`src/rtl/accel_seq_pkg.sv`:
```
// Package: shared types for the accelerator handshake sequencer.
// Assumes nothing beyond a two-bit state code seen by the outside world.
package accel_seq_pkg;

    // Sequencer phases; the encoding is observable on state_o.
    typedef enum logic [1:0] {
        ST_WAIT_RDY = 2'd0,   // wait for engine ready, then start
        ST_WAIT_REQ = 2'd1,   // wait for the engine to ask for data
        ST_FEED     = 2'd2,   // forward bytes until results are ready
        ST_DRAIN    = 2'd3    // move results until segment done
    } seq_state_t;

endpackage

```
`src/rtl/accel_seq_fsm.sv`:
```
// Module: accel_seq_fsm
// Phase controller. It steps through wait-for-ready, wait-for-request,
// feed and drain, and issues the registered one-cycle start and fetch
// pulses. It also raises the combinational advance and clear strobes
// for the segment counter.
// Assumes: response inputs are synchronous to clk and the reset is
// synchronous and active low.
module accel_seq_fsm
    import accel_seq_pkg::*;
(
    input  logic       clk,
    input  logic       rst_n,
    input  logic       ready_i,
    input  logic       req_i,
    input  logic       res_rdy_i,
    input  logic       seg_done_i,
    input  logic       img_done_i,
    output seq_state_t state_o,
    output logic       start_o,
    output logic       give_o,
    output logic       seg_adv_o,
    output logic       seg_clr_o
);

    seq_state_t state_q;
    seq_state_t state_d;
    logic       start_d;
    logic       give_d;

    // Next-state and pulse decode for the handshake sequence.
    always_comb begin
        state_d = state_q;
        start_d = 1'b0;
        give_d  = 1'b0;
        unique case (state_q)
            ST_WAIT_RDY: if (ready_i) begin
                state_d = ST_WAIT_REQ;
                start_d = 1'b1;
            end
            ST_WAIT_REQ: if (req_i) begin
                state_d = ST_FEED;
            end
            ST_FEED: if (res_rdy_i) begin
                state_d = ST_DRAIN;
                give_d  = 1'b1;
            end
            ST_DRAIN: if (seg_done_i) begin
                state_d = img_done_i ? ST_WAIT_RDY : ST_WAIT_REQ;
            end
            default: state_d = ST_WAIT_RDY;
        endcase
    end

    // State and command-pulse registers.
    always_ff @(posedge clk) begin
        if (!rst_n) begin
            state_q <= ST_WAIT_RDY;
            start_o <= 1'b0;
            give_o  <= 1'b0;
        end else begin
            state_q <= state_d;
            start_o <= start_d;
            give_o  <= give_d;
        end
    end

    // Segment counter strobes, valid in the cycle segment-done is seen.
    always_comb begin
        seg_adv_o = (state_q == ST_DRAIN) && seg_done_i && !img_done_i;
        seg_clr_o = (state_q == ST_DRAIN) && seg_done_i &&  img_done_i;
    end

    assign state_o = state_q;


    start_after_ready_chk: assert property (@(posedge clk) disable iff (!rst_n)
        start_o |-> $past(state_q == ST_WAIT_RDY && ready_i));


    start_one_cycle_chk: assert property (@(posedge clk) disable iff (!rst_n)
        start_o |=> !start_o);


    give_after_rdy_chk: assert property (@(posedge clk) disable iff (!rst_n)
        give_o |-> ($past(state_q == ST_FEED && res_rdy_i) && state_q == ST_DRAIN));


    seg_next_chk: assert property (@(posedge clk) disable iff (!rst_n)
        (state_q == ST_DRAIN && seg_done_i && !img_done_i) |=> state_q == ST_WAIT_REQ);


    feed_entry_chk: assert property (@(posedge clk) disable iff (!rst_n)
        (state_q == ST_WAIT_REQ && req_i) |=> state_q == ST_FEED);

endmodule

```
`src/rtl/accel_seq_segcnt.sv`:
```
// Module: accel_seq_segcnt
// Segment index counter. It advances once per finished segment and
// clears when the image is finished. It wraps after the last segment as
// a guard, so the index always stays inside the image.
// Assumes: adv_i and clr_i are never high together.
module accel_seq_segcnt #(
    parameter  int SEGS  = 12,
    localparam int CNT_W = $clog2(SEGS)
) (
    input  logic             clk,
    input  logic             rst_n,
    input  logic             adv_i,
    input  logic             clr_i,
    output logic [CNT_W-1:0] idx_o
);

    localparam logic [CNT_W-1:0] LAST = CNT_W'(SEGS - 1);

    logic [CNT_W-1:0] idx_q;

    // Counter update: clear wins, then advance with wrap at the last segment.
    always_ff @(posedge clk) begin
        if (!rst_n) begin
            idx_q <= '0;
        end else if (clr_i) begin
            idx_q <= '0;
        end else if (adv_i) begin
            idx_q <= (idx_q == LAST) ? '0 : idx_q + 1'b1;
        end
    end

    assign idx_o = idx_q;


    idx_range_chk: assert property (@(posedge clk) disable iff (!rst_n)
        idx_q <= LAST);


    idx_clear_chk: assert property (@(posedge clk) disable iff (!rst_n)
        clr_i |=> idx_q == '0);

endmodule

```
`src/rtl/accel_seq_inpath.sv`:
```
// Module: accel_seq_inpath
// Input steering. In the feed phase it pops the first-word-fall-through
// input FIFO whenever the engine requests data and a byte is present, and
// it forwards that byte in the same cycle.
// Assumes: in_data_i is the valid FIFO head whenever in_empty_i is low.
module accel_seq_inpath
    import accel_seq_pkg::*;
#(
    parameter int IN_W = 8
) (
    input  logic            clk,
    input  logic            rst_n,
    input  seq_state_t      state_i,
    input  logic            req_i,
    input  logic            in_empty_i,
    input  logic [IN_W-1:0] in_data_i,
    output logic            in_pop_o,
    output logic [IN_W-1:0] din_o,
    output logic            din_vld_o
);

    // Pop decision: feed phase, data requested, byte available.
    always_comb begin
        in_pop_o  = (state_i == ST_FEED) && req_i && !in_empty_i;
        din_vld_o = in_pop_o;
        din_o     = in_data_i;
    end


    no_empty_pop_chk: assert property (@(posedge clk) disable iff (!rst_n)
        in_pop_o |-> !in_empty_i);

endmodule

```
`src/rtl/accel_seq_outpath.sv`:
```
// Module: accel_seq_outpath
// Result steering. In the drain phase it passes each valid result word
// to the output FIFO when that FIFO has room, and it acknowledges the
// word to the engine in the same cycle.
// Assumes: out_full_i is current in the cycle the push is decided.
module accel_seq_outpath
    import accel_seq_pkg::*;
#(
    parameter int OUT_W = 32
) (
    input  logic             clk,
    input  logic             rst_n,
    input  seq_state_t       state_i,
    input  logic             res_vld_i,
    input  logic [OUT_W-1:0] res_i,
    input  logic             out_full_i,
    output logic             take_o,
    output logic             push_o,
    output logic [OUT_W-1:0] data_o
);

    // Transfer decision: drain phase, valid word, room in the FIFO.
    always_comb begin
        take_o = (state_i == ST_DRAIN) && res_vld_i && !out_full_i;
        push_o = take_o;
        data_o = res_i;
    end


    no_overflow_chk: assert property (@(posedge clk) disable iff (!rst_n)
        push_o |-> !out_full_i);

endmodule

```
`src/rtl/accel_seq.sv`:
```
// Module: accel_seq (top)
// Accelerator handshake sequencer. It ties together the phase
// controller, the segment counter and the input and result steering,
// and it exposes the segment index and the state code.
// Assumes: the engine raises image-done only together with segment-done
// on the last segment of an image.
module accel_seq
    import accel_seq_pkg::*;
#(
    parameter  int IN_W  = 8,
    parameter  int OUT_W = 32,
    parameter  int SEGS  = 12,
    localparam int CNT_W = $clog2(SEGS)
) (
    input  logic             clk,
    input  logic             rst_n,
    input  logic [IN_W-1:0]  in_data_i,
    input  logic             in_empty_i,
    output logic             in_pop_o,
    output logic [IN_W-1:0]  acc_din_o,
    output logic             acc_din_vld_o,
    input  logic             acc_ready_i,
    input  logic             acc_req_i,
    input  logic             acc_res_rdy_i,
    input  logic             acc_seg_done_i,
    input  logic             acc_img_done_i,
    input  logic [OUT_W-1:0] acc_res_i,
    input  logic             acc_res_vld_i,
    output logic             acc_res_take_o,
    output logic             acc_start_o,
    output logic             acc_give_o,
    output logic [OUT_W-1:0] out_data_o,
    output logic             out_push_o,
    input  logic             out_full_i,
    output logic [CNT_W-1:0] seg_idx_o,
    output logic [1:0]       state_o
);

    seq_state_t state;
    logic       seg_adv;
    logic       seg_clr;

    accel_seq_fsm u_fsm (
        .clk        (clk),
        .rst_n      (rst_n),
        .ready_i    (acc_ready_i),
        .req_i      (acc_req_i),
        .res_rdy_i  (acc_res_rdy_i),
        .seg_done_i (acc_seg_done_i),
        .img_done_i (acc_img_done_i),
        .state_o    (state),
        .start_o    (acc_start_o),
        .give_o     (acc_give_o),
        .seg_adv_o  (seg_adv),
        .seg_clr_o  (seg_clr)
    );

    accel_seq_segcnt #(.SEGS(SEGS)) u_segcnt (
        .clk   (clk),
        .rst_n (rst_n),
        .adv_i (seg_adv),
        .clr_i (seg_clr),
        .idx_o (seg_idx_o)
    );

    accel_seq_inpath #(.IN_W(IN_W)) u_inpath (
        .clk        (clk),
        .rst_n      (rst_n),
        .state_i    (state),
        .req_i      (acc_req_i),
        .in_empty_i (in_empty_i),
        .in_data_i  (in_data_i),
        .in_pop_o   (in_pop_o),
        .din_o      (acc_din_o),
        .din_vld_o  (acc_din_vld_o)
    );

    accel_seq_outpath #(.OUT_W(OUT_W)) u_outpath (
        .clk        (clk),
        .rst_n      (rst_n),
        .state_i    (state),
        .res_vld_i  (acc_res_vld_i),
        .res_i      (acc_res_i),
        .out_full_i (out_full_i),
        .take_o     (acc_res_take_o),
        .push_o     (out_push_o),
        .data_o     (out_data_o)
    );

    assign state_o = state;


    pop_only_feed_chk: assert property (@(posedge clk) disable iff (!rst_n)
        in_pop_o |-> (state == ST_FEED && acc_req_i));


    img_wrap_chk: assert property (@(posedge clk) disable iff (!rst_n)
        (state == ST_DRAIN && acc_seg_done_i && acc_img_done_i)
        |=> (state == ST_WAIT_RDY && seg_idx_o == '0));


    push_only_drain_chk: assert property (@(posedge clk) disable iff (!rst_n)
        out_push_o |-> state == ST_DRAIN);

endmodule

```
`config.mk`:
```
export PLATFORM = sky130hd
export DESIGN_NAME = accel_seq
export DESIGN_NICKNAME = d
export VERILOG_FILES = /design/src/rtl/accel_seq_pkg.sv /design/src/rtl/accel_seq_fsm.sv /design/src/rtl/accel_seq_segcnt.sv /design/src/rtl/accel_seq_inpath.sv /design/src/rtl/accel_seq_outpath.sv /design/src/rtl/accel_seq.sv
export SDC_FILE = /design/constraint.sdc
export NUM_CORES = 1
export LEC_CHECK = 0
export ABC_AREA = 1
export ABC_CLOCK_PERIOD_IN_PS = 1300
export BUFFER_PORTS_ARGS = -buffer_cell sky130_fd_sc_hd__buf_2
export CAP_MARGIN = 10
export CORE_ASPECT_RATIO = 0.7
export CORE_MARGIN = 2
export CORE_UTILIZATION = 33
export CTS_BUF_LIST = sky130_fd_sc_hd__clkbuf_8
export DETAILED_ROUTE_END_ITERATION = 6
export PLACE_DENSITY = 0.89
export SLEW_MARGIN = 20
export SYNTH_ARGS = -nofsm -noshare
export SYNTH_HDL_FRONTEND = slang
export SYNTH_SLANG_ARGS = --single-unit
```
`constraint.sdc`:
```
create_clock -name clk -period 1.3 [get_ports clk]
set_input_delay 0.13 -clock clk [delete_from_list [all_inputs] [get_ports clk]]
set_output_delay 0.13 -clock clk [all_outputs]
set_load 0.005 [all_outputs]
```
==> results of run 1 <==
metrics by stage:
step                cells  setup slack (ps)  hold WS [ps]  instance area [µm²]  TNS, ps
detailed placement    127             -1.55           260                  669    -1.55
global route          130             -25.1           152                  757    -42.4
floorplan             112               104           251                  822        0
global placement      127              11.7           260                  669        0
finish                130              32.4           145                  757        0
CTS                   130            -0.891           140                  719   -0.891
placed cells by master (no fill, tap or decap), drive strengths merged:
master  instances
o21ai           3
nor3            3
buf            23
ha              6
nand3           5
xor2            2
inv            15
clkbuf          3
dfxtp           8
nand2          17
a21oi           2
nor2            8
and3            1
critical path, stage by stage, from the launching register on:
cell,delay (ps)
sky130_fd_sc_hd__dfxtp_4,360
sky130_fd_sc_hd__inv_4,70
sky130_fd_sc_hd__ha_4,120
sky130_fd_sc_hd__inv_2,40
sky130_fd_sc_hd__nor3_2,180
sky130_fd_sc_hd__buf_2,140
synth_stat cells, types with 2 or more instances:
library cell / number
sky130_fd_sc_hd__inv_2: 2
sky130_fd_sc_hd__nand3_1: 3
sky130_fd_sc_hd__xor2_1: 2
sky130_fd_sc_hd__o21ai_0: 2
sky130_fd_sc_hd__inv_1: 13
sky130_fd_sc_hd__nand2_2: 2
sky130_fd_sc_hd__a21oi_1: 2
sky130_fd_sc_hd__nor3_1: 3
sky130_fd_sc_hd__nor2_1: 6
sky130_fd_sc_hd__ha_1: 6
sky130_fd_sc_hd__buf_4: 42
sky130_fd_sc_hd__nand2_1: 15
sky130_fd_sc_hd__dfxtp_1: 8
sequential cells by signal, indices dropped and copies added, names as in the netlist:
signal,count
u_fsm.give_o,1
u_fsm.state_o,2
u_fsm.start_o,1
u_segcnt.idx_o,4
cells by family after synthesis:
kind of cell	after synthesis	synth area share
flops	8	0.195
compound gates	5	0.0304
simple gates	34	0.210
buf+inv	57	0.452
xor+xnor	2	0.0213
fa+ha+maj	6	0.0913
power groups by stage:
stage | combinational, mW | sequential [mW] | clock, mW
floorplan | 0.354 | 0.331 | 0
detailed placement | 0.407 | 0.328 | 0
global placement | 0.397 | 0.327 | 0
finish | 0.461 | 0.367 | 0.301
CTS | 0.415 | 0.330 | 0.310
global route | 0.521 | 0.376 | 0.324
what timing repair did:
action,in CTS,in global routing
gates resized for setup,4,10
pin swaps,0,3
endpoints found under the setup margin,7,9
worst max-delay path by stage:
stage,slack [ps],endpoint
6_report,30,acc_din_vld_o
5_1_grt,-30,u_fsm.state_o[0]
4_1_cts,-0.9,out_push_o
3_5_place_dp,-2,u_segcnt.idx_o[2]
3_3_place_gp,10,u_segcnt.idx_o[2]
2_1_floorplan,100,u_segcnt.idx_o[2]
final cells by class:
type / instances / share of cell area
sequential: 8 / 0.221
tap: 34 / 0.0562
timing repair buffer: 23 / 0.159
multi-input combinational: 47 / 0.431
clock buffer: 3 / 0.0545
inverter: 15 / 0.0777
per-layer routing:
| metal | up-vias | track usage | wire [µm] |
|---|---|---|---|
| met1 | 240 | 0.0924 | 542 |
| met4 | 0 | 0.0609 | 15 |
| met2 | 39 | 0.126 | 586 |
| met5 | - | 0 | 0 |
| li1 | 269 | - | - |
| met3 | 2 | 0.0668 | 188 |
==> key figures, run 1 <==
Global route
  – Number of global-route vias before repair: 469
  – Antenna violations before repair: 0
  – Global routing usage summed across all routing layers: 0.0888
  – Maximum number of pins on one net before global-route repair: 7
  – GRT Residual Overflow: 0
  – Wire length of the first global-routing pass: 2.00 mm

Route
  – DRT Pass-1 Iters: 2
  – Iter 0 DRT Violations: 17
  – Post-detailed-route wirelength per cell: 10.3 µm
  – Detailed Route WL: 1.33 mm
  – Total number of vias: 550
  – Average via count per standard cell: 4.23
  – Total DRC errors in the routed layout: 0
  – Post-detailed-route count of antenna-violating nets: 0

Power and ir drop
  – Worst-case vdd ir drop: 0.000423 V
  – Power share of the sequential group: 0.325
  – Fraction of power spent switching nets: 0.362
  – Leakage Power: 0.379 nW
  – Power density of the placed cells: 1490 mW/mm²
  – Power after layout: 1.13 mW
  – Net load switching power: 0.409 mW
  – Int Pwr: 0.720 mW
  – Power share of the combinational group: 0.408
  – Share of power burned in the clock network: 0.266

Timing
  – Peak Freq: 789 MHz
  – Period utilisation layout: 0.975
  – RSZ-0062 raised after global routing: yes
  – Final Hold Vio Count: 0
  – Setup violations, final: 0
  – Shortest period the worst path allows: 1270 ps
  – Least-Margin Pin Slew: 226 ps
  – Final setup skew: 2.02 ps
  – Pins Over Slew Limit: 0
  – Worst max-slew margin expressed relative to the limit: 0.848

Clocking
  – TritonCTS clock tree: done
  – Number of buffers added for setup after CTS: 0
  – Hold buffer count at CTS: 0
  – Sink count of the clock tree: 8
  – Max clock buf depth: 2
  – H-tree Lvls: 1
  – Worst-Skew Late Latency: 230 ps
  – CTS buffer count: 3
  – Clk Tree Root Cell: sky130_fd_sc_hd__clkbuf_8
  – Clock transition at the registers of the reported paths: 40 ps

Hold path
  – Type of the most critical hold path: in2reg
  – Endpoint with the worst hold slack: u_fsm.start_o
  – Hold path start: acc_ready_i
  – WHS Path Cells: 3

Floorplan
  – Total number of placement rows: 15
  – Total core area: 0.00242 mm²
  – Die Footprint: 0.00291 mm²
  – Initial Util: 0.340
  – Vertical die dimension: 45.8 µm
  – Die W: 63.7 µm
  – Number of top-level design ports: 102

Layout
  – Final core utilization: 0.313
  – Area growth syn-to-layout: -7.91%
  – Proportion of layout cells with a drive suffix above 1: 0.448
  – Area taken by multi-input logic gates: 327 µm²
  – Antenna diode count: 0
  – Layout Nets: 154
  – Fill cell total of the finished layout: 249
  – Sequential cell area: 168 µm²

Yosys
  – Yosys synthesis warning count: 0
  – Share of the yosys chip area belonging to registers: 0.195
  – Synth Net Count: 168
  – Number of synthesized register bits: 8
  – Dominant register cell in the synthesized netlist: sky130_fd_sc_hd__dfxtp_1
  – Area share of the largest cell type after synthesis: 0.384
  – Cell type with the largest total area after synthesis: sky130_fd_sc_hd__buf_4
  – Top area cells in the synthesized netlist: sky130_fd_sc_hd__buf_4 (38%), sky130_fd_sc_hd__dfxtp_1 (19%), sky130_fd_sc_hd__ha_1 (9.1%), sky130_fd_sc_hd__nand2_1 (6.8%), sky130_fd_sc_hd__inv_1 (5.9%)
  – Mean cell area of the mapped netlist: 7.34 µm²
  – Number of library cell types mapped by synthesis: 19
  – Gate Count Post-Synth: 112
  – Number of enable flip-flop cells after synthesis: 0
  – Async set-or-reset flop fraction in the synthesized netlist: 0
  – Post-Syn Area: 822 µm²

Setup path
  – Largest driver fanout on the critical path: 4
  – Nature of the critical path endpoint: output pin
  – Worst reg2reg path startpoint: u_fsm.state_o[0]
  – Type of the setup path with the least slack: reg2out
  – Path depth of the worst reg2reg path: 6
  – CP Data Arrival Time: 1140 ps
  – Reg-to-Reg End: u_fsm.state_o[0]
  – Startpoint of the most critical setup path: u_fsm.state_o[0]
  – Register-to-register path setup slack: 40 ps
  – Data required time of the critical path: 1170 ps
  – Startpoint class of the critical path: flop

Placed design
  – IO buf count: 21
  – Final RePlAce weighted congestion: 0.759
  – Total half-perimeter wirelength after legalization and detailed placement: 1.06 mm

Status
  – Result of the run: finished, final reports clean

Flow run
  – Maxcap violations: 0
Note: power is estimated with default switching activity, not from simulation.
==> run 2, diff against run 1 <==
- CORE_MARGIN: 2 -> default
==> run 2 against run 1 <==
Wire length decreased by 4.6%. Core utilization grew 1.7 points. Fmax fell by 0.39%. Sequential cell count stayed put. Die area fell by 7.4%. Sequential power decreased by 4%. Count of clock-buffer cells in the layout did not move. First-iteration DRC count up 35%. Register-to-register slack better by 40 ps. Clock power hardly changed. Final cell count shrank 1.5%. Critical endpoint is now in_pop_o.
==> key figures, run 2 (synthesis results as in run 1) <==
Status
  – Result of the run: finished, final reports clean (unchanged)

Power and ir drop
  – Share of power burned in the clock network: 0.277 (was 0.266)
  – Leakage Power: 0.378 nW (was 0.379 nW)
  – Worst-case vdd ir drop: 0.000379 V (was 0.000423 V)
  – Fraction of power spent switching nets: 0.363 (was 0.362)
  – Net load switching power: 0.397 mW (was 0.409 mW)
  – Power density of the placed cells: 1480 mW/mm² (was 1490 mW/mm²)
  – Power after layout: 1.09 mW (was 1.13 mW)
  – Int Pwr: 0.695 mW (was 0.720 mW)
  – Power share of the combinational group: 0.401 (was 0.408)
  – Power share of the sequential group: 0.322 (was 0.325)

Setup path
  – Path depth of the worst reg2reg path: 7 (was 6)
  – CP Data Arrival Time: 1140 ps (about the same)
  – Largest driver fanout on the critical path: 4 (unchanged)
  – Data required time of the critical path: 1170 ps (about the same)
  – Type of the setup path with the least slack: reg2out (unchanged)
  – Startpoint class of the critical path: flop (unchanged)
  – Nature of the critical path endpoint: output pin (unchanged)

Layout
  – Flip-flop count of the largest register after layout: 4 (unchanged)
  – Area of all placed cells without fillers: 738 µm² (was 757 µm²)
  – Area growth syn-to-layout: -10.2% (was -7.91%)
  – Antenna diode count: 0 (unchanged)
  – Layout Nets: 154 (unchanged)
  – Most common library cell in the layout ignoring fill and taps: sky130_fd_sc_hd__buf_2 (unchanged)
  – Commonest non-fill, non-tap cells in the layout: sky130_fd_sc_hd__buf_2 (21), sky130_fd_sc_hd__nand2_1 (15), sky130_fd_sc_hd__inv_1 (12), sky130_fd_sc_hd__dfxtp_1 (6), sky130_fd_sc_hd__nor2_1 (5) (was sky130_fd_sc_hd__buf_2 (21), sky130_fd_sc_hd__nand2_1 (14), sky130_fd_sc_hd__inv_1 (11), sky130_fd_sc_hd__nor2_1 (6), sky130_fd_sc_hd__dfxtp_1 (6))
  – Proportion of layout cells with a drive suffix above 1: 0.427 (was 0.448)

Timing
  – Shortest period the worst path allows: 1270 ps (about the same)
  – Final setup skew: 1.14 ps (was 2.02 ps)
  – Period utilisation layout: 0.979 (was 0.975)
  – RSZ-0062 raised after global routing: yes (unchanged)
  – Pins Over Slew Limit: 0 (unchanged)
  – Least-Margin Pin Slew: 185 ps (was 226 ps)
  – Peak Freq: 786 MHz (was 789 MHz)
  – Smallest hold slack: 155 ps (was 145 ps)
  – Setup violations, final: 0 (unchanged)
  – Final Hold Vio Count: 0 (unchanged)
  – Worst max-slew margin expressed relative to the limit: 0.876 (was 0.848)

Clocking
  – Clock transition at the registers of the reported paths: 40 ps (about the same)
  – CTS buffer count: 3 (unchanged)
  – H-tree Lvls: 1 (unchanged)
  – Hold buffer count at CTS: 0 (unchanged)
  – Worst-Skew Late Latency: 230 ps (about the same)
  – Clk Tree Root Cell: sky130_fd_sc_hd__clkbuf_8 (unchanged)
  – Sink count of the clock tree: 8 (unchanged)
  – Max clock buf depth: 2 (unchanged)
  – TritonCTS clock tree: done (unchanged)

Route
  – Detailed Route WL: 1.27 mm (was 1.33 mm)
  – Post-detailed-route count of antenna-violating nets: 0 (unchanged)
  – Average via count per standard cell: 4.23 (about the same)
  – DRT Pass-1 Iters: 4 (was 2)
  – Iter 0 DRT Violations: 23 (was 17)
  – DR top layer: met4 (unchanged)
  – Detailed route wirelength on metal2: 558 µm (was 586 µm)
  – Post-detailed-route wirelength per cell: 9.94 µm (was 10.3 µm)
  – Total DRC errors in the routed layout: 0 (unchanged)
  – Met3 layer wire length in the routed design: 134 µm (was 188 µm)
  – M1 wire length: 539 µm (was 542 µm)
  – Total number of vias: 542 (was 550)

Floorplan
  – Number of top-level design ports: 102 (unchanged)
  – Initial Util: 0.367 (was 0.340)
  – Vertical die dimension: 43.8 µm (was 45.8 µm)
  – Total core area: 0.00224 mm² (was 0.00242 mm²)
  – Total number of placement rows: 14 (was 15)
  – Die Footprint: 0.00270 mm² (was 0.00291 mm²)
  – Die W: 61.7 µm (was 63.7 µm)

Global route
  – GRT Residual Overflow: 0 (unchanged)
  – Maximum number of pins on one net before global-route repair: 7 (unchanged)
  – Wire length of the first global-routing pass: 1.99 mm (was 2.00 mm)
  – Antenna violations before repair: 0 (unchanged)
  – Global routing usage summed across all routing layers: 0.103 (was 0.0888)
  – Number of global-route vias before repair: 490 (was 469)

Hold path
  – Type of the most critical hold path: in2reg (unchanged)
  – WHS Path Cells: 3 (unchanged)

Placed design
  – Final RePlAce weighted congestion: 0.794 (was 0.759)
  – Total half-perimeter wirelength after legalization and detailed placement: 1.00 mm (was 1.06 mm)
  – IO buf count: 21 (unchanged)
  – Placed standard-cell area: 659 µm² (was 669 µm²)

Flow run
  – Maxcap violations: 0 (unchanged)
## run 2: cell counts in the layout (fill, tap and decap cells not counted)
No cell type changed its count.
## run 2: metal layers
metal | vias to the layer above | track usage
met4 | 0 | 0.0933
li1 | 266 | -
met5 | - | 0
met1 | 237 | 0.116
met3 | 6 | 0.0537
met2 | 33 | 0.140
## run 2: what timing repair did
action / CTS / global route
pin swaps: 0 / 0
buffers inserted: 0 / 1
endpoints found under the setup margin: 4 / 5
resized for setup: 4 / 7
## run 2: path summary, 6_finish.rpt
check,from,endpoint,slack [ps]
worst max-delay path,u_fsm.state_o[0],in_pop_o,30
worst min-delay path,acc_ready_i,u_fsm.start_o,150
worst max register to register,u_fsm.state_o[0],u_fsm.state_o[0],80
worst min register to register,u_segcnt.idx_o[1],u_segcnt.idx_o[1],510
## run 2: through the flow
step                TNS, ps  setup WS, ps  std cells  utilization
CTS                   -4.77         -2.87        127        0.316
global route          -68.0         -34.3        128        0.329
detailed placement        0          27.0        124        0.294
finish                    0          27.4        128        0.329
floorplan                 0           104        112            -
global placement          0          72.4        124        0.294
## run 2: power groups by stage
| stage | clock [mW] | sequential (mW) | combinational (mW) |
|---|---|---|---|
| 4_1_cts | 0.308 | 0.325 | 0.404 |
| 6_report | 0.303 | 0.352 | 0.438 |
| 2_1_floorplan | 0 | 0.331 | 0.354 |
| 3_5_place_dp | 0 | 0.324 | 0.395 |
| 3_3_place_gp | 0 | 0.321 | 0.389 |
| 5_1_grt | 0.320 | 0.359 | 0.495 |
## run 2: area by class of cell
type / count / area (µm²)
clock buffer: 3 / 41.3
fill: 244 / 1500
sequential: 8 / 165
multi-input combinational: 47 / 313
inverter: 15 / 58.8
tap: 32 / 40.0
timing repair buffer: 23 / 120
## run 2: worst max-delay path, cell delays in order, from the launching register on
cell and delay, ps:
sky130_fd_sc_hd__dfxtp_4 360, sky130_fd_sc_hd__inv_4 70, sky130_fd_sc_hd__ha_2 180, sky130_fd_sc_hd__inv_1 60, sky130_fd_sc_hd__nor3_2 110, sky130_fd_sc_hd__buf_2 140
==> run 3, diff against run 2 <==
- CTS_BUF_LIST: sky130_fd_sc_hd__clkbuf_8 -> sky130_fd_sc_hd__clkbuf_4 sky130_fd_sc_hd__clkbuf_8
==> run 3 against run 2 <==
Power is 1.2% lower. Sequential share of layout area is 0.22 points lower. Clock power fell by 32%. Sequential cell count did not move. Hold slack worse by 48 ps. Clock skew up 1.2 ps. Critical path depth did not move. Critical path type unchanged. Largest power group unchanged. Highest routed layer unchanged.
==> key figures, run 3 (synthesis results as in run 1) <==
Floorplan
  – Number of top-level design ports: 102 (unchanged)
  – Vertical die dimension: 43.8 µm (unchanged)
  – Total number of placement rows: 14 (unchanged)
  – Total core area: 0.00224 mm² (unchanged)
  – Die W: 61.7 µm (unchanged)
  – Die Footprint: 0.00270 mm² (unchanged)
  – Initial Util: 0.367 (unchanged)

Power and ir drop
  – Worst-case vdd ir drop: 0.000349 V (was 0.000379 V)
  – Power after layout: 1.08 mW (was 1.09 mW)
  – Power density of the placed cells: 1430 mW/mm² (was 1480 mW/mm²)
  – Leakage Power: 0.381 nW (was 0.378 nW)

Timing
  – Final Hold Vio Count: 0 (unchanged)
  – Period utilisation layout: 0.996 (was 0.979)
  – Final setup skew: 2.35 ps (was 1.14 ps)
  – Peak Freq: 772 MHz (was 786 MHz)
  – RSZ-0062 raised after global routing: yes (unchanged)
  – Pins Over Slew Limit: 0 (unchanged)
  – Setup slack of the critical path after layout: 4.88 ps (was 27.4 ps)
  – Least-Margin Pin Slew: 188 ps (was 185 ps)
  – Setup violations, final: 0 (unchanged)
  – Worst max-slew margin expressed relative to the limit: 0.874 (was 0.876)
  – Shortest period the worst path allows: 1300 ps (was 1270 ps)
  – Smallest hold slack: 107 ps (was 155 ps)

Global route
  – Number of global-route vias before repair: 493 (was 490)
  – Antenna violations before repair: 0 (unchanged)
  – Met1 track demand over resource in global routing: 0.114 (was 0.116)
  – Wire length of the first global-routing pass: 2.04 mm (was 1.99 mm)
  – Global-route met3 utilization: 0.0537 (unchanged)
  – GRT Residual Overflow: 0 (unchanged)
  – Global routing usage summed across all routing layers: 0.104 (was 0.103)
  – Layer with the highest usage: met2 (unchanged)
  – Met2 GRT Util: 0.157 (was 0.140)
  – Maximum number of pins on one net before global-route repair: 7 (unchanged)

Placed design
  – Final RePlAce weighted congestion: 0.794 (unchanged)
  – IO buf count: 21 (unchanged)
  – Pre-CTS setup slack: 27.0 ps (unchanged)
  – Total half-perimeter wirelength after legalization and detailed placement: 1.00 mm (unchanged)
  – Placed Cells incl. Taps: 124 (unchanged)

Clocking
  – Sink count of the clock tree: 8 (unchanged)
  – Clock transition at the registers of the reported paths: 60 ps (was 40 ps)
  – Clk Tree Root Cell: sky130_fd_sc_hd__clkbuf_4 (was sky130_fd_sc_hd__clkbuf_8)
  – CTS buffer count: 3 (unchanged)
  – Max clock buf depth: 2 (unchanged)
  – TritonCTS clock tree: done (unchanged)
  – Hold buffer count at CTS: 0 (unchanged)
  – H-tree Lvls: 1 (unchanged)
  – Worst-Skew Late Latency: 260 ps (was 230 ps)

Layout
  – Layout Nets: 156 (was 154)
  – Area taken by multi-input logic gates: 333 µm² (was 313 µm²)
  – Sequential cell area: 168 µm² (was 165 µm²)
  – Fill cell total of the finished layout: 242 (was 244)
  – Final core utilization: 0.338 (was 0.329)
  – Proportion of layout cells with a drive suffix above 1: 0.469 (was 0.427)
  – Final instance count without filler cells: 130 (was 128)
  – Area growth syn-to-layout: -7.91% (was -10.2%)
  – Flip-flop count of the largest register after layout: 4 (unchanged)
  – Commonest non-fill, non-tap cells in the layout: sky130_fd_sc_hd__buf_2 (21), sky130_fd_sc_hd__nand2_1 (13), sky130_fd_sc_hd__inv_1 (11), sky130_fd_sc_hd__dfxtp_1 (6), sky130_fd_sc_hd__nor2_1 (5) (was sky130_fd_sc_hd__buf_2 (21), sky130_fd_sc_hd__nand2_1 (15), sky130_fd_sc_hd__inv_1 (12), sky130_fd_sc_hd__dfxtp_1 (6), sky130_fd_sc_hd__nor2_1 (5))
  – Antenna diode count: 0 (unchanged)
  – Most common library cell in the layout ignoring fill and taps: sky130_fd_sc_hd__buf_2 (unchanged)

Route
  – Total number of vias: 582 (was 542)
  – Detailed Route WL: 1.42 mm (was 1.27 mm)
  – Post-detailed-route count of antenna-violating nets: 0 (unchanged)
  – Average via count per standard cell: 4.48 (was 4.23)
  – Total DRC errors in the routed layout: 0 (unchanged)
  – Post-detailed-route wirelength per cell: 10.9 µm (was 9.94 µm)
  – Iter 0 DRT Violations: 25 (was 23)
  – DRT Pass-1 Iters: 4 (unchanged)

Setup path
  – Largest driver fanout on the critical path: 3 (was 4)
  – Data required time of the critical path: 1170 ps (about the same)
  – Startpoint class of the critical path: flop (unchanged)
  – CP Data Arrival Time: 1170 ps (was 1140 ps)
  – Nature of the critical path endpoint: output pin (unchanged)
  – Register-to-register path setup slack: 40 ps (was 80 ps)
  – Type of the setup path with the least slack: reg2out (unchanged)

Status
  – Result of the run: finished, final reports clean (unchanged)

Hold path
  – Type of the most critical hold path: in2reg (unchanged)

Flow run
  – Maxcap violations: 0 (unchanged)
==> run 3: cell count changes in the layout (fill, tap and decap cells not counted), sizes merged <==
cell | previous run | this run
buf | 23 | 25
==> run 3: repair_timing <==
item / in CTS / in global routing
resized for setup: 6 / 11
setup buffers: 1 / 2
setup endpoints to repair: 4 / 6
pin swaps: 0 / 5
==> run 3: metrics by stage <==
step,cell area (µm²),TNS (ps)
finish,757,0
global route,757,-186
CTS,709,-2.51
detailed placement,659,0
global placement,659,0
floorplan,822,0
==> run 3: area by class of cell <==
type	count	area share
Timing Repair Buffer	25	0.179
Clock buffer	3	0.0298
Inverter	15	0.0777
Multi-Input combinational cell	47	0.440
Sequential cell	8	0.221
Tap cell	32	0.0529
==> run 3: final timing paths <==
check	cells after the start	start	to
setup reg to reg	7	u_fsm.state_o[0]	u_fsm.state_o[0]
hold / removal	3	acc_ready_i	u_fsm.start_o
setup / recovery	5	u_fsm.state_o[0]	in_pop_o
hold reg to reg	2	u_segcnt.idx_o[1]	u_segcnt.idx_o[1]
==> run 3: per-layer routing <==
layer  share of wire  up-vias
li1                -      270
met1            0.39      267
met2            0.48       40
met3            0.10        5
met4           0.020        0
met5               0        -
==> run 3: power breakdown <==
| part | total, mW | internal [mW] | switching (mW) |
|---|---|---|---|
| Combinational | 0.510 | 0.236 | 0.274 |
| Sequential | 0.363 | 0.301 | 0.0619 |
| Clock | 0.206 | 0.107 | 0.0993 |
==> run 3: worst max-delay path: stages, from the launching register on <==
cell                      delay [ps]
sky130_fd_sc_hd__dfxtp_4         360
sky130_fd_sc_hd__inv_4            70
sky130_fd_sc_hd__ha_4            130
sky130_fd_sc_hd__inv_2            40
sky130_fd_sc_hd__nor3_2          170
sky130_fd_sc_hd__buf_2           140
